==> config.mk <==
export PLATFORM = sky130hd
export DESIGN_NAME = eeprom_i2c_slave
export DESIGN_NICKNAME = d
export VERILOG_FILES = /design/src/rtl/ee_pkg.sv /design/src/rtl/ee_bus_sync.sv /design/src/rtl/ee_prog_timer.sv /design/src/rtl/ee_store.sv /design/src/rtl/eeprom_i2c_slave.sv
export SDC_FILE = /design/constraint.sdc
export NUM_CORES = 2
export LEC_CHECK = 0
export CELL_PAD_IN_SITES_DETAIL_PLACEMENT = 1
export CELL_PAD_IN_SITES_GLOBAL_PLACEMENT = 1
export CORE_UTILIZATION = 40
export DETAILED_ROUTE_END_ITERATION = 8
export PLACE_DENSITY_LB_ADDON = 0.05
export SLEW_MARGIN = 25
export SYNTH_ARGS = -nofsm -noshare
export SYNTH_HDL_FRONTEND = slang
export SYNTH_SLANG_ARGS = --single-unit
==> constraint.sdc <==
create_clock -name clk -period 6.9 [get_ports clk]
set_input_delay 1.38 -clock clk [delete_from_list [all_inputs] [get_ports clk]]
set_output_delay 1.38 -clock clk [all_outputs]
set_load 0.01 [all_outputs]
==> src/rtl/ee_pkg.sv <==
package ee_pkg;
    typedef enum logic [2:0] {
        ST_IDLE,
        ST_DEV,
        ST_PTR,
        ST_WDATA,
        ST_ACK,
        ST_RDATA,
        ST_RACK,
        ST_WAIT
    } ee_state_e;
endpackage

==> src/rtl/ee_bus_sync.sv <==
// Synchronises SCL/SDA and derives edge and framing strobes.
module ee_bus_sync #(
    parameter int STAGES = 2
) (
    input  logic clk,
    input  logic rst_n,
    input  logic scl_i,
    input  logic sda_i,
    output logic sda_o,
    output logic scl_rise,
    output logic scl_fall,
    output logic start_o,
    output logic stop_o
);
    logic [STAGES-1:0] scl_ff, sda_ff;
    logic scl_q, sda_q, scl_s, sda_s;

    always_ff @(posedge clk or negedge rst_n) begin
        if (!rst_n) begin
            scl_ff <= '1;
            sda_ff <= '1;
            scl_q  <= 1'b1;
            sda_q  <= 1'b1;
        end else begin
            scl_ff <= {scl_ff[STAGES-2:0], scl_i};
            sda_ff <= {sda_ff[STAGES-2:0], sda_i};
            scl_q  <= scl_s;
            sda_q  <= sda_s;
        end
    end

    assign scl_s    = scl_ff[STAGES-1];
    assign sda_s    = sda_ff[STAGES-1];
    assign sda_o    = sda_s;
    assign scl_rise = scl_s & ~scl_q;
    assign scl_fall = ~scl_s & scl_q;
    assign start_o  = scl_s & scl_q & sda_q & ~sda_s;
    assign stop_o   = scl_s & scl_q & ~sda_q & sda_s;
endmodule

==> src/rtl/ee_prog_timer.sv <==
// Counts the programming interval; done pulses on the last cycle.
module ee_prog_timer #(
    parameter int CYCLES = 2000
) (
    input  logic clk,
    input  logic rst_n,
    input  logic start,
    output logic busy,
    output logic done
);
    localparam int TW = $clog2(CYCLES + 1);
    logic [TW-1:0] cnt;

    always_ff @(posedge clk or negedge rst_n) begin
        if (!rst_n)            cnt <= '0;
        else if (start)        cnt <= TW'(CYCLES);
        else if (cnt != '0)    cnt <= cnt - 1'b1;
    end

    assign busy = (cnt != '0);
    assign done = (cnt == TW'(1));
endmodule

==> src/rtl/ee_store.sv <==
// Storage array plus a separate page buffer merged on programming end.
module ee_store #(
    parameter int DEPTH = 256,
    parameter int PAGE  = 16
) (
    input  logic                                  clk,
    input  logic                                  rst_n,
    input  logic                                  buf_we,
    input  logic [$clog2(PAGE)-1:0]               buf_idx,
    input  logic [$clog2(DEPTH)-$clog2(PAGE)-1:0] buf_tag,
    input  logic [7:0]                            buf_data,
    input  logic                                  buf_clr,
    input  logic                                  merge,
    input  logic [$clog2(DEPTH)-1:0]              rd_addr,
    output logic [7:0]                            rd_data,
    output logic                                  pending
);
    localparam int AW = $clog2(DEPTH);
    localparam int PW = $clog2(PAGE);
    localparam int TW = AW - PW;

    logic [7:0]      arr  [DEPTH];
    logic [7:0]      pbuf [PAGE];
    logic [PAGE-1:0] pval;
    logic [TW-1:0]   tag;

    always_ff @(posedge clk or negedge rst_n) begin
        if (!rst_n) begin
            for (int i = 0; i < DEPTH; i++) arr[i] <= '0;
            for (int j = 0; j < PAGE; j++)  pbuf[j] <= '0;
            pval <= '0;
            tag  <= '0;
        end else if (merge) begin
            for (int j = 0; j < PAGE; j++)
                if (pval[j]) arr[{tag, PW'(j)}] <= pbuf[j];
            pval <= '0;
        end else if (buf_clr) begin
            pval <= '0;
        end else if (buf_we) begin
            pbuf[buf_idx] <= buf_data;
            pval[buf_idx] <= 1'b1;
            tag           <= buf_tag;
        end
    end

    assign rd_data = arr[rd_addr];
    assign pending = |pval;
endmodule

==> src/rtl/eeprom_i2c_slave.sv <==
module eeprom_i2c_slave
    import ee_pkg::*;
#(
    parameter logic [6:0] DEV_ADDR    = 7'h50,
    parameter int         MEM_BYTES   = 256,
    parameter int         PAGE_BYTES  = 16,
    parameter int         PROG_CYCLES = 2000
) (
    input  logic clk,
    input  logic rst_n,
    input  logic scl_i,
    input  logic sda_i,
    input  logic wp_i,
    input  logic hold_i,
    output logic sda_pull_o
);
    localparam int AW = $clog2(MEM_BYTES);
    localparam int PW = $clog2(PAGE_BYTES);

    ee_state_e state, state_n, nxt;
    logic sda_s, scl_rise, scl_fall, start, stop;
    logic busy, done, pending, commit, buf_we, buf_clr;
    logic [7:0]    shreg, byte_in, rd_data;
    logic [2:0]    bit_cnt;
    logic [AW-1:0] ptr;
    logic          ph, last_bit;

    ee_bus_sync #(.STAGES(2)) u_sync (
        .clk(clk), .rst_n(rst_n), .scl_i(scl_i), .sda_i(sda_i),
        .sda_o(sda_s), .scl_rise(scl_rise), .scl_fall(scl_fall),
        .start_o(start), .stop_o(stop)
    );

    ee_prog_timer #(.CYCLES(PROG_CYCLES)) u_timer (
        .clk(clk), .rst_n(rst_n), .start(commit), .busy(busy), .done(done)
    );

    ee_store #(.DEPTH(MEM_BYTES), .PAGE(PAGE_BYTES)) u_store (
        .clk(clk), .rst_n(rst_n), .buf_we(buf_we), .buf_idx(ptr[PW-1:0]),
        .buf_tag(ptr[AW-1:PW]), .buf_data(byte_in), .buf_clr(buf_clr),
        .merge(done), .rd_addr(ptr), .rd_data(rd_data), .pending(pending)
    );

    assign byte_in  = {shreg[6:0], sda_s};
    assign last_bit = scl_rise && (bit_cnt == 3'd7);

    // Next-state and control strobes
    always_comb begin
        state_n = state;
        buf_we  = 1'b0;
        buf_clr = 1'b0;
        commit  = 1'b0;
        if (hold_i) begin
            state_n = ST_IDLE;
            buf_clr = !busy;
        end else if (start) begin
            state_n = ST_DEV;
            buf_clr = !busy;
        end else if (stop) begin
            state_n = ST_IDLE;
            commit  = pending && !busy;
        end else begin
            unique case (state)
                ST_IDLE, ST_WAIT: ;
                ST_DEV:
                    if (last_bit)
                        state_n = (byte_in[7:1] == DEV_ADDR && !busy) ? ST_ACK : ST_WAIT;
                ST_PTR:
                    if (last_bit) state_n = ST_ACK;
                ST_WDATA:
                    if (last_bit) begin
                        state_n = wp_i ? ST_WAIT : ST_ACK;
                        buf_we  = !wp_i;
                    end
                ST_ACK:
                    if (scl_fall && ph) state_n = nxt;
                ST_RDATA:
                    if (last_bit) state_n = ST_RACK;
                ST_RACK:
                    if (scl_rise && sda_s)   state_n = ST_WAIT;
                    else if (scl_fall && ph) state_n = ST_RDATA;
                default: state_n = ST_IDLE;
            endcase
        end
    end

    // State register
    always_ff @(posedge clk or negedge rst_n) begin
        if (!rst_n) state <= ST_IDLE;
        else        state <= state_n;
    end

    // Datapath and SDA drive
    always_ff @(posedge clk or negedge rst_n) begin
        if (!rst_n) begin
            shreg      <= '0;
            bit_cnt    <= '0;
            ptr        <= '0;
            ph         <= 1'b0;
            nxt        <= ST_IDLE;
            sda_pull_o <= 1'b0;
        end else if (hold_i || start || stop) begin
            sda_pull_o <= 1'b0;
            bit_cnt    <= '0;
            ph         <= 1'b0;
        end else begin
            unique case (state)
                ST_DEV, ST_PTR, ST_WDATA:
                    if (scl_rise) begin
                        shreg   <= byte_in;
                        bit_cnt <= bit_cnt + 3'd1;
                        if (bit_cnt == 3'd7) begin
                            ph <= 1'b0;
                            if (state == ST_DEV) begin
                                nxt <= byte_in[0] ? ST_RDATA : ST_PTR;
                            end else if (state == ST_PTR) begin
                                ptr <= byte_in[AW-1:0];
                                nxt <= ST_WDATA;
                            end else if (!wp_i) begin
                                ptr[PW-1:0] <= ptr[PW-1:0] + PW'(1);
                                nxt         <= ST_WDATA;
                            end
                        end
                    end
                ST_ACK:
                    if (scl_fall) begin
                        if (!ph) begin
                            sda_pull_o <= 1'b1;
                            ph         <= 1'b1;
                        end else begin
                            ph         <= 1'b0;
                            bit_cnt    <= '0;
                            sda_pull_o <= (nxt == ST_RDATA) ? ~rd_data[7] : 1'b0;
                        end
                    end
                ST_RDATA: begin
                    if (scl_rise) begin
                        bit_cnt <= bit_cnt + 3'd1;
                        if (bit_cnt == 3'd7) begin
                            ptr <= ptr + AW'(1);
                            ph  <= 1'b0;
                        end
                    end
                    if (scl_fall && bit_cnt != 3'd0)
                        sda_pull_o <= ~rd_data[3'd7 - bit_cnt];
                end
                ST_RACK:
                    if (scl_fall) begin
                        if (!ph) begin
                            sda_pull_o <= 1'b0;
                            ph         <= 1'b1;
                        end else begin
                            ph         <= 1'b0;
                            bit_cnt    <= '0;
                            sda_pull_o <= ~rd_data[7];
                        end
                    end
                default: sda_pull_o <= 1'b0;
            endcase
        end
    end
endmodule

==> results_dict.tcl <==
set metrics [dict create \
    status "completed" \
    syn2layout_area_growth_pct 13.2 \
    syn-instance-count 6664 \
    grt_pass1_wl_mm 640 \
    dieArea_um2 256000 \
    postCtsSetupRepairBufs 0 \
    p_int_uw 21800 \
    power_frac_comb 0.018 \
    ys.flop_type "dfrtp_1" \
    wl_met3_mm 40.9 \
    tightestPinTransition_ns 1.23 \
    syn_nets 6679 \
    antenna_left 0 \
    post-route-min-period_ns 4.93 \
    dp_worst_setup_slack_ns 1.50 \
    yosys_warnings 0 \
    worst_r2r_startpoint "ptr[0]" \
    via_per_inst 6.41 \
    yosysUniqueCellTypes 83 \
    finalHoldViolCount 0 \
    io_buffers 6 \
    synth-simple-area-share 0.0310 \
    slowest_delay_ns 0.93 \
    dr.pass1.iters 6 \
    fill_cells 24400 \
    reg2reg_slack_ns 1.97 \
    drc 0 \
    place_area_um2 106000 \
    rows 184 \
    path_cells "buf_12 -> buf_4 -> mux4_2 -> nand2_1 -> a21oi_1 -> a2111oi_0 -> a2111oi_0 -> o311ai_0 -> nand3_1 -> nand4_1" \
    ir_drop_mv 0.272 \
    yosysMostFrequentCell "dfrtp_1" \
    tritoncts "built" \
    netSwitchingPower_uw 6290 \
    core_region_area_um2 252000 \
    drv_slew 0 \
    antenna_found_initial 103 \
    synth_commonest_cells "dfrtp_1 (2233), mux2_2 (2132), mux4_2 (384)" \
    grt_use_total 0.374 \
    cts.repair.resized 0 \
    crit_slowest_cell "dfrtp_4" \
    top_layer "met5" \
    routed_wl_mm 474 \
    required_ns 7.73 \
    place_congestion 1.01 \
    num_io_pins 7 \
    synth_seq_cells 2239 \
    timing.fmax_mhz 203 \
    startpoint_type "flop" \
    rsz0062_at_grt "false" \
    clock_sinks 2239 \
    path_common_cell "a2111oi_0" \
    grt_pass1_vias 67500 \
    hold_depth 0 \
    period_share 0.715 \
    clkLatencyLatePin_ns 0.96 \
    ctsHoldBuffers 0 \
    holdCritStartpoint "u_sync.scl_ff[0]" \
    drtIter0Drc 7393 \
    synth_top_area_cell "dfrtp_1" \
    hpwl_mm 322 \
    crit_fanout 27 \
    seqPwrFrac 0.468 \
    tns_ns 0 \
    via_count 66400 \
    rr_endpoint "sda_pull_o" \
    hold_class "flop to flop" \
    synth_top_family_by_area "multiplexers" \
    synth-adder-area-share 0.00111 \
    path_clk_slew_ns 0.06 \
    cts_root_buf "clkbuf_16" \
    drive_gt1_frac 0.485 \
    met1Wirelength_mm 203 \
    htreeDepth 5 \
    switching_share 0.224 \
    dieWidth_um 506 \
    wl_met2_mm 201 \
    seq_area_frac_synth 0.552 \
    rr_worst_depth 10 \
    pwr-share-clk 0.513 \
    synth_top_area_frac 0.551 \
    synth_edf_count 0 \
    grt_overflow_total 0 \
    max-slew-margin-rel 0.177 \
    async_flop_share 1.00 \
    synth.area.mux_share 0.361 \
    nets 6786 \
    syn_area_um2 101000 \
    syn_area_per_cell_um2 15.2 \
    leakagePower_uw 0.0566 \
    yosys-top-cells-area "dfrtp_1 (55%), mux2_2 (24%), mux4_2 (8.5%), mux2i_1 (2.6%), mux2_1 (1.3%)" \
    skew_ns 0.0647 \
    cts_buffers 280 \
    fin_area_um2 115000 \
    grt_max_degree 156 \
    power_density_nw_per_um2 245 \
    timing.final.ws_setup_ns 1.97 \
    worstHoldEndpoint "u_sync.scl_ff[1]" \
    clockBufferDepth 4 \
    synth_compound_area_frac 0.0311 \
    worst_ep_arrival_time_ns 5.76 \
    critPathKind "flop to flop" \
    end_kind "flop" \
    synth_xor_area_frac 0.000518 \
    routedWlPerCell_um 45.8 \
    drv_cap 0 \
    start_util 0.403 \
    chipHeight_um 506 \
    setup_viol 0 \
]
[power groups by stage]
| stage | logic, uW | clock network (uW) | registers, uW |
|---|---|---|---|
| 2_1_floorplan | 82.3 | 0 | 13400 |
| 3_3_place_gp | 513 | 0 | 13400 |
| 3_5_place_dp | 520 | 0 | 13400 |
| 4_1_cts | 521 | 14600 | 13200 |
| 5_1_grt | 556 | 15100 | 13200 |
| 6_report | 512 | 14400 | 13200 |
[cells by family after synthesis]
group                      Yosys count
muxes                             2898
xor gates and xnor gates             6
AOI/OAI and AO/OA                  434
and+or+nand+nor                    643
adders and majority gates            9
buffers and inverters              435
DFF                               2239
[layout by cell type, fill, tap and decap left out, types with 25 or more instances in the layout]
master	Yosys	routed
dfrtp_1	2233	2192
mux2_2	2132	2132
mux4_2	384	384
clkbuf_16	0	286
nand2_1	276	276
mux2i_1	264	262
buf_4	31	204
mux2_1	118	118
nand2_2	106	106
a21oi_1	76	75
nor2_1	84	73
clkbuf_1	214	69
clkbuf_8	0	67
o22ai_1	60	55
diode_2	0	41
o221ai_1	46	39
dfrtp_2	0	37
o21ai_0	36	35
a22oi_1	33	33
buf_12	2	33
clkinv_2	0	30
a221oi_1	25	25
[registers in the layout, summed over array words and instances (netlist names)]
name           count
ptr                8
state              3
u_store.pval      16
u_timer.cnt       11
u_store.pbuf     128
nxt                3
u_store.tag        4
u_sync.sda_ff      2
shreg              7
u_sync.scl_ff      2
bit_cnt            3
u_sync.scl_q       1
u_store.arr     2048
sda_pull_o         1
ph                 1
u_sync.sda_q       1
[metrics by stage]
| step | hold WS, ns | cells | power (uW) | utilization |
|---|---|---|---|---|
| after floorplan | 0.345 | 6664 | 13500 | - |
| after global placement | 0.351 | 9835 | 13900 | 0.420 |
| after detailed placement | 0.349 | 9835 | 13900 | 0.420 |
| after CTS | 0.353 | 10300 | 28300 | 0.456 |
| after global routing | 0.363 | 10300 | 28800 | 0.456 |
| final | 0.353 | 10300 | 28100 | 0.456 |
[layout make-up]
cell class	instances	area [um^2]	share of cell area
Antenna cell	41	103	0.000893
Clock buffer	422	8340	0.0726
Clock inverter	49	505	0.00440
Inverter	17	66.3	0.000577
Multi-Input combinational cell	3990	43300	0.377
Sequential cell	2239	56100	0.488
Tap cell	3348	4190	0.0365
Timing Repair Buffer	243	2270	0.0198
[worst max-delay path: cells and delay by family, from the launching register on]
kind | cells | cell delay, ns
AO/OA/AOI/OAI | 4 | 1.83
buffers and inverters | 2 | 0.93
flip-flops | 1 | 0.93
multiplexers | 1 | 0.65
AND/OR/NAND/NOR | 3 | 0.37
[worst max path at each step]
| stage | endpoint | startpoint | cells past startpoint | slack [ns] |
|---|---|---|---|---|
| CTS | sda_pull_o | ptr[0] | 10 | 2.29 |
| finish | sda_pull_o | ptr[0] | 10 | 1.97 |
| global placement | u_store.pbuf[85] | hold_i | 8 | 1.59 |
| detailed placement | u_store.pbuf[53] | hold_i | 8 | 1.50 |
| floorplan | u_store.pbuf[72] | hold_i | 7 | 3.71 |
| global route | sda_pull_o | ptr[0] | 10 | 2.12 |
[layer usage]
metal  track usage  vias up
met5             0        -
met1         0.523    37200
li1              -    25200
met4         0.192       14
met2         0.532     3051
met3        0.0969      851
Power figures use the tool's default switching activity.
